<file path="src/rtl/cfgser_pkg.sv">
// Shared constants for the serial configuration port.
package cfgser_pkg;
    parameter int WORD_W_DEF      = 24;  // bits per serial word
    parameter int SEL_W_DEF       = 2;   // trailing address bits
    parameter int SYNC_STAGES_DEF = 2;   // synchronizer depth
endpackage

</file>
<file path="src/rtl/cfgser_sync.sv">
// Synchronizes the three serial pins into the system clock domain and
// detects rising edges of the serial clock and the load strobe.
// Assumes clk runs at least 4x faster than the serial clock.
module cfgser_sync #(
    parameter int STAGES = cfgser_pkg::SYNC_STAGES_DEF
) (
    input  logic clk,
    input  logic rst_n,
    input  logic sck_i,
    input  logic sdi_i,
    input  logic ld_i,
    output logic sdi_lvl,
    output logic ld_lvl,
    output logic sck_rise,
    output logic ld_rise
);
    localparam int NPIN = 3;

    logic [NPIN-1:0] pins;
    logic [NPIN-1:0] synced;
    logic            sck_prev;
    logic            ld_prev;

    assign pins = {ld_i, sdi_i, sck_i};

    for (genvar p = 0; p < NPIN; p++) begin : g_pin
        logic [STAGES-1:0] chain;
        // Shift the pin through a chain of STAGES flops.
        always_ff @(posedge clk) begin
            if (!rst_n) chain <= '0;
            else        chain <= {chain[STAGES-2:0], pins[p]};
        end
        assign synced[p] = chain[STAGES-1];
    end

    // Keep the previous synchronized levels for edge detection.
    always_ff @(posedge clk) begin
        if (!rst_n) begin
            sck_prev <= 1'b0;
            ld_prev  <= 1'b0;
        end else begin
            sck_prev <= synced[0];
            ld_prev  <= synced[2];
        end
    end

    assign sdi_lvl  = synced[1];
    assign ld_lvl   = synced[2];
    assign sck_rise = synced[0] & ~sck_prev;
    assign ld_rise  = synced[2] & ~ld_prev;

    // a strobe edge cannot be reported in two cycles in a row
    a_r6_ld_rise_single: assert property (@(posedge clk) disable iff (!rst_n)
        ld_rise |=> !ld_rise);
endmodule

</file>
<file path="src/rtl/cfgser_shift.sv">
// Serial-in shift register. It takes one data bit into the LSB on each
// detected serial clock rise unless the load strobe is high.
module cfgser_shift #(
    parameter int WORD_W = cfgser_pkg::WORD_W_DEF
) (
    input  logic              clk,
    input  logic              rst_n,
    input  logic              sck_rise,
    input  logic              sdi_lvl,
    input  logic              ld_lvl,
    output logic [WORD_W-1:0] word
);
    // Shift on a serial clock rise while the strobe is low.
    always_ff @(posedge clk) begin
        if (!rst_n)                     word <= '0;
        else if (sck_rise && !ld_lvl)   word <= {word[WORD_W-2:0], sdi_lvl};
    end

    // no shifting while the load strobe is high
    a_r4_hold_during_load: assert property (@(posedge clk) disable iff (!rst_n)
        ld_lvl |=> $stable(word));
    // the register moves only on a serial clock rise
    a_r2_shift_only_on_rise: assert property (@(posedge clk) disable iff (!rst_n)
        !sck_rise |=> $stable(word));
endmodule

</file>
<file path="src/rtl/cfgser_bank.sv">
// Bank of addressed configuration latches. On load, the payload (upper
// bits of the word) goes to the latch named by the low SEL_W bits, and
// that latch's update bit pulses for one cycle.
module cfgser_bank #(
    parameter int WORD_W = cfgser_pkg::WORD_W_DEF,
    parameter int SEL_W  = cfgser_pkg::SEL_W_DEF,
    localparam int NLAT  = 1 << SEL_W,
    localparam int PAY_W = WORD_W - SEL_W
) (
    input  logic                        clk,
    input  logic                        rst_n,
    input  logic                        load,
    input  logic [WORD_W-1:0]           word,
    output logic [NLAT-1:0][PAY_W-1:0]  lat,
    output logic [NLAT-1:0]             upd
);
    logic [SEL_W-1:0] sel;
    assign sel = word[SEL_W-1:0];

    for (genvar k = 0; k < NLAT; k++) begin : g_lat
        logic hit;
        assign hit = load && (sel == SEL_W'(k));
        // Capture the payload and pulse the update bit on a hit.
        always_ff @(posedge clk) begin
            if (!rst_n) begin
                lat[k] <= '0;
                upd[k] <= 1'b0;
            end else begin
                upd[k] <= hit;
                if (hit) lat[k] <= word[WORD_W-1:SEL_W];
            end
        end
    end

    // at most one update bit at a time
    a_r6_upd_onehot: assert property (@(posedge clk) disable iff (!rst_n)
        $onehot0(upd));
    // the latches hold when no load occurs
    a_r5_idle_stable: assert property (@(posedge clk) disable iff (!rst_n)
        !load |=> $stable(lat));
    // an update pulse lasts one cycle
    a_r6_upd_one_cycle: assert property (@(posedge clk) disable iff (!rst_n)
        (upd != '0) |=> (upd == '0));
endmodule

</file>
<file path="src/rtl/ser_cfg_port.sv">
// Top of the serial configuration write port: synchronizer, shift
// register and latch bank. Write-only; the latches reset to zero.
module ser_cfg_port #(
    parameter int WORD_W      = cfgser_pkg::WORD_W_DEF,
    parameter int SEL_W       = cfgser_pkg::SEL_W_DEF,
    parameter int SYNC_STAGES = cfgser_pkg::SYNC_STAGES_DEF,
    localparam int NLAT       = 1 << SEL_W,
    localparam int PAY_W      = WORD_W - SEL_W
) (
    input  logic                       clk,
    input  logic                       rst_n,
    input  logic                       sck_i,
    input  logic                       sdi_i,
    input  logic                       ld_i,
    output logic [NLAT-1:0][PAY_W-1:0] cfg_o,
    output logic [NLAT-1:0]            upd_o
);
    logic              sdi_lvl;
    logic              ld_lvl;
    logic              sck_rise;
    logic              ld_rise;
    logic [WORD_W-1:0] word;

    cfgser_sync #(.STAGES(SYNC_STAGES)) u_sync (
        .clk(clk), .rst_n(rst_n), .sck_i(sck_i), .sdi_i(sdi_i), .ld_i(ld_i),
        .sdi_lvl(sdi_lvl), .ld_lvl(ld_lvl), .sck_rise(sck_rise), .ld_rise(ld_rise)
    );

    cfgser_shift #(.WORD_W(WORD_W)) u_shift (
        .clk(clk), .rst_n(rst_n), .sck_rise(sck_rise), .sdi_lvl(sdi_lvl),
        .ld_lvl(ld_lvl), .word(word)
    );

    cfgser_bank #(.WORD_W(WORD_W), .SEL_W(SEL_W)) u_bank (
        .clk(clk), .rst_n(rst_n), .load(ld_rise), .word(word),
        .lat(cfg_o), .upd(upd_o)
    );

    // no update pulse in the first cycle after reset
    a_r1_reset_quiet: assert property (@(posedge clk) disable iff (!rst_n)
        $rose(rst_n) |-> (upd_o == '0));
endmodule

</file>
<file path="config.mk">
export PLATFORM = sky130hd
export DESIGN_NAME = ser_cfg_port
export DESIGN_NICKNAME = d
export VERILOG_FILES = /design/src/rtl/cfgser_pkg.sv /design/src/rtl/cfgser_sync.sv /design/src/rtl/cfgser_shift.sv /design/src/rtl/cfgser_bank.sv /design/src/rtl/ser_cfg_port.sv
export SDC_FILE = /design/constraint.sdc
export NUM_CORES = 1
export LEC_CHECK = 0
export BUFFER_PORTS_ARGS = -buffer_cell sky130_fd_sc_hd__buf_2
export CAP_MARGIN = 0
export CORE_AREA = 5 5 93 103
export CTS_CLUSTER_DIAMETER = 120
export DETAILED_ROUTE_END_ITERATION = 12
export DIE_AREA = 0 0 98 108
export GPL_TIMING_DRIVEN = 0
export MAX_ROUTING_LAYER = met4
export PLACE_DENSITY = 0.77
export SLEW_MARGIN = 20
export SYNTH_ARGS = -nofsm -noshare
export SYNTH_HDL_FRONTEND = slang
export SYNTH_SLANG_ARGS = --single-unit
</file>
<file path="constraint.sdc">
create_clock -name clk -period 1.58 [get_ports clk]
set_clock_uncertainty 0.15 [all_clocks]
set_input_delay 0.237 -clock clk [delete_from_list [all_inputs] [get_ports clk]]
set_output_delay 0.237 -clock clk [all_outputs]
set_load 0.05 [all_outputs]
</file>
# Word level (Yosys, flattened, before mapping)
# Index checks and enable logic that the tools add are counted.
[totals]
ramBits = 0
output_inout_bits = 92
mem_count = 0
romBits = 0
regBits = 124
input_bits = 5
latchBits = 0
wordCells = 28
[op_classes]
n_addsub = 0
shifts = 0
n_mul = 0
n_bitwise = 4
n_mux = 0
eq_ne = 3
div_mod_pow = 0
order_cmp = 0
n_reduce_logical = 7
[ops]
columns = ["operator", "count"]
rows = [
  ["$logic_and A1 B1 Y1", 5],
  ["$eq A2 B2 Y1 const B", 2],
  ["$and A1 B1 Y1", 2],
  ["$eq A2 B1 Y1 const B", 1],
  ["$logic_not A2 Y1", 1],
  ["$not A1 Y1", 2],
  ["$logic_not A1 Y1", 1],
]

# Depth between registers and ports, before layout
[logic_depth]
ltp_word = 3
ltp_mapped = 5
ltp_nobuf = 2

# Cells and area by module
# A second synthesis with hierarchy kept.
[unflattened]
hier_cells = 422
area_unflattened_um2 = 4511.8
[modules_own_cells]
columns = ["module", "seq_area_each_um2", "cells_each", "area_per_inst_um2", "instances"]
rows = [
  ["cfgser_bank", 1841.8, 324, 3389.5, 1],
  ["cfgser_shift", 480.5, 80, 899.6, 1],
  ["cfgser_sync", 160.2, 18, 222.7, 1],
]

# Worst setup path before layout
# Ideal clock, no wire load.
[synth_timing]
path_kind = "reg-to-reg"
start = "register u_shift.word[0]"
end = "register u_bank.lat[2] in the netlist's numbering"
synth_period_minus_slack_ps = 1403
stages_incl_launch_ff = 4
required_ps = 1358
path_buffers = 1
setup_slack_ps = 177
setup_time_ps = 72
arrival_ps = 1181
path_cell_list = "dfxtp_1 nor4b_4 buf_6 mux2i_1"
[synth_between]
elab_chain_len = 2
[synth_lines]
columns = ["item", "line", "rtl"]
rows = [
  ["from (decl)", "cfgser_shift.sv:11", "output logic [WORD_W-1:0] word"],
  ["from (signal assigned)", "cfgser_shift.sv:16", "else if (sck_rise && !ld_lvl) word <= {word[WORD_W-2:0], sdi_lvl};"],
  ["$logic_not A2 Y1", "cfgser_bank.sv:22", "assign hit = load && (sel == SEL_W'(k));"],
  ["$logic_and A1 B1 Y1", "cfgser_bank.sv:22", ""],
  ["to (signal, indexed assignment)", "cfgser_bank.sv:30", "if (hit) lat[k] <= word[WORD_W-1:SEL_W];"],
  ["to (decl)", "cfgser_bank.sv:14", "output logic [NLAT-1:0][PAY_W-1:0] lat,"],
]
# Every way passes these cells.
# A chain may end at the register's enable or synchronous reset.

# Final worst setup path
[layout_timing]
start = "register u_bank.lat[77] in the netlist's numbering"
end = "output cfg_o[77] in the netlist's numbering"
[layout_lines]
columns = ["item", "line", "rtl"]
rows = [
  ["to (decl)", "ser_cfg_port.sv:15", "output logic [NLAT-1:0][PAY_W-1:0] cfg_o,"],
]
# No word-level cell between the ends.

==> summary.txt <==
Clock tree
  • CTS Sinks: 124
  • H-tree levels: 4
  • CTS tree: built
  • Clk buf depth: 2
  • Worst-skew pair later-pin latency: 0.50 ns
  • Reg clk slew, reported paths: 0.06 ns
  • Root Buffer Master: clkbuf_8
  • CTS buffer count: 17

STA
  • Final hold vios: 0
  • Max Freq: 657 MHz
  • Setup TNS Final: 0 ns
  • Pins Over Slew Limit: 0
  • Worst slew pin tran: 0.589 ns
  • Period utilisation layout: a little over nine tenths
  • Final worst-path setup slack: 0.0574 ns
  • Finish-stage setup viols: 0
  • Tmin final: 1.52 ns
  • Worst rel slew slack: approximately 60%

Placed design
  • Pre-CTS WS: between 0.01 and 0.015 ns
  • GPL Wtd Cong: 0.819
  • Dpl hpwl: slightly below 7 mm
  • Port Buffers: 95
  • Area post-placement: 4930 um2

GRT
  • First-pass GRT wire length: 16.5 mm
  • Grt ovf: 0
  • Initial antenna violation count: 0
  • GRT Max-Usage Layer: met2
  • GRT Util Overall: 20.1%
  • Met3 Usage GRT: under 10%
  • Grt met1 use: 23.0%
  • Vias in the first global route: 3,314
  • Largest net degree at the start of global routing: 17
  • GR Util met2: 33.9%

Route
  • Vias: 3,156
  • DRT Pass-1 Iters: 4
  • Routed Antenna Nets: 0
  • Routed len/inst: 15.5 um
  • Vias/cell: 4.95
  • Initial drt markers: 83
  • Drc violations: 0
  • Final WL: 9.88 mm

Synthesis
  • Synthesized area: ~4300 um2
  • Syn avg cell area: 11.0 um2
  • Synth Net Count: 399
  • Post-synthesis sequential area ratio: 57.5%
  • Yosys synthesis warning count: 0
  • Synth Instances: 394
  • Seq cells post-synth: roughly 120
  • Synth unique cells: 15

Setup path
  • R2R cell count: 3
  • Reg2reg setup slack: 0.08 ns
  • Worst Path Arrival: 1.14 ns
  • Crit Path Max Fanout: 2
  • CP Capture Type: output port
  • Worst EP required: 1.19 ns
  • Critical path's top delay family: flip-flops
  • Reg-to-Reg End: u_bank.lat[84]
  • CP bufs+invs: 1
  • Startpoint types: register
  • Crit-path cells: buf_2
  • CP max stage delay: 0.35 ns
  • CP Class: reg2out
  • Reg2Reg Launch Point: u_sync.ld_prev
  • Crit path max-delay cell type: dfxtp_1

Power
  • Final Power: 6.98 mW
  • Lkg Pwr: 2.84 nW
  • Max rail drop VDD: 0.000810 V
  • Pwr dens: 1250 nW/um2

Layout
  • Most frequent cells in the layout: dfxtp_1, nand2_1, mux2i_1
  • Area grow syn2layout: 29.0%
  • Layout net count: 520
  • Multi-input logic area: 1680 um2
  • Antenna cell count: 0
  • Register area: 2480 um2
  • Most common cell after layout, fill and taps aside: dfxtp_1
  • Post-Layout Inst Area: 5570 um2
  • Share of layout cells above drive strength 1: 28.3%
  • Layout fillers: 663

Floorplan
  • Core Area: 8360 um2
  • Die height: 108 um
  • Die area: 10,600 um2
  • Die Span X: 98 um
  • I/O pin count: 97
  • Row count: 35
  • Initial Util: 51.6%

Worst hold path
  • Worst Hold Path EP: u_sync.g_pin[1].chain[1]
  • Hold Path Depth: 3
  • HP Start: rst_n
  • Worst min-delay path class: in2reg

Job
  • Max Cap Viol: 0

Run status
  • Status: complete, no violations
## worst max-delay path by stage
stage                                  start        endpoint  slack [ns]  depth (start not counted)
floorplan                    u_shift.word[0]   u_bank.lat[2]        0.18                          3
global placement             u_shift.word[0]  u_bank.lat[16]        0.05                          3
detailed placement  u_sync.g_pin[2].chain[1]  u_bank.lat[18]        0.01                          3
CTS                           u_bank.lat[10]       cfg_o[10]        0.03                          1
global route        u_sync.g_pin[2].chain[1]  u_bank.lat[14]       -0.02                          4
finish                        u_bank.lat[77]       cfg_o[77]        0.06                          1
## cell families (layout without fill, tap and decap cells)
kind of cell	after synthesis	in the layout	synth area share (%)
flip-flops	124	124	57.5
multiplexers	112	112	26.0
buffers and inverters	28	160	3.59
AND/OR/NAND/NOR	130	130	13.0
## state kept, by name (all words and copies together), names as in the netlist
signal	count
u_bank.upd	4
u_bank.lat	88
u_shift.word	24
u_sync.ld_prev	1
u_sync.g_pin.chain	6
u_sync.sck_prev	1
## timing repair
action | in CTS | in global routing
resized for setup | 0 | 2
endpoints found under the setup margin | 19 | 10
endpoints found under the hold margin | 3 | 0
buffers inserted | 2 | 2
hold buffers | 3 | 0
## synthesized netlist by cell type (all sizes together)
cell / count / area (um2)
and2: 9 / 56.3
buf: 19 / 121
clkbuf: 8 / 30.0
dfxtp: 124 / 2480
inv: 1 / 3.75
mux2i: 112 / 1120
nand2: 113 / 424
nand4b: 1 / 15.0
nand4bb: 2 / 22.5
nor2: 3 / 11.3
nor3b: 1 / 7.51
nor4b: 1 / 23.8
## through the flow
step | hold slack, ns | util [%] | std cells
4_1_cts | 0.124 | 66.4 | 635
6_report | 0.135 | 66.6 | 637
3_3_place_gp | 0.267 | 59.0 | 600
5_1_grt | 0.176 | 66.6 | 637
3_5_place_dp | 0.269 | 59.0 | 600
2_1_floorplan | 0.214 | - | 394
## metal layers
layer,up-vias,part of all wire [%]
li1,1552,-
met1,1510,45
met2,82,49
met3,12,5.1
met4,0,1.2
met5,-,0
## report_power, final
group / switching (mW) / total, mW / internal, mW
logic: 0.0927 / 0.146 / 0.0532
clock network: 1.27 / 3.69 / 2.42
registers: 0.00542 / 3.14 / 3.14
total: 1.37 / 6.98 / 5.61
## layout make-up
type | count | share of cell area, %
Inverter | 1 | 0.0674
Multi-Input combinational cell | 242 | 30.2
Buffer | 27 | 2.76
Sequential cell | 124 | 44.6
Tap cell | 111 | 2.49
Clock buffer | 23 | 8.74
Timing Repair Buffer | 102 | 9.61
Clock inverter | 7 | 1.57
No activity file was read; power rests on OpenSTA's default activity.
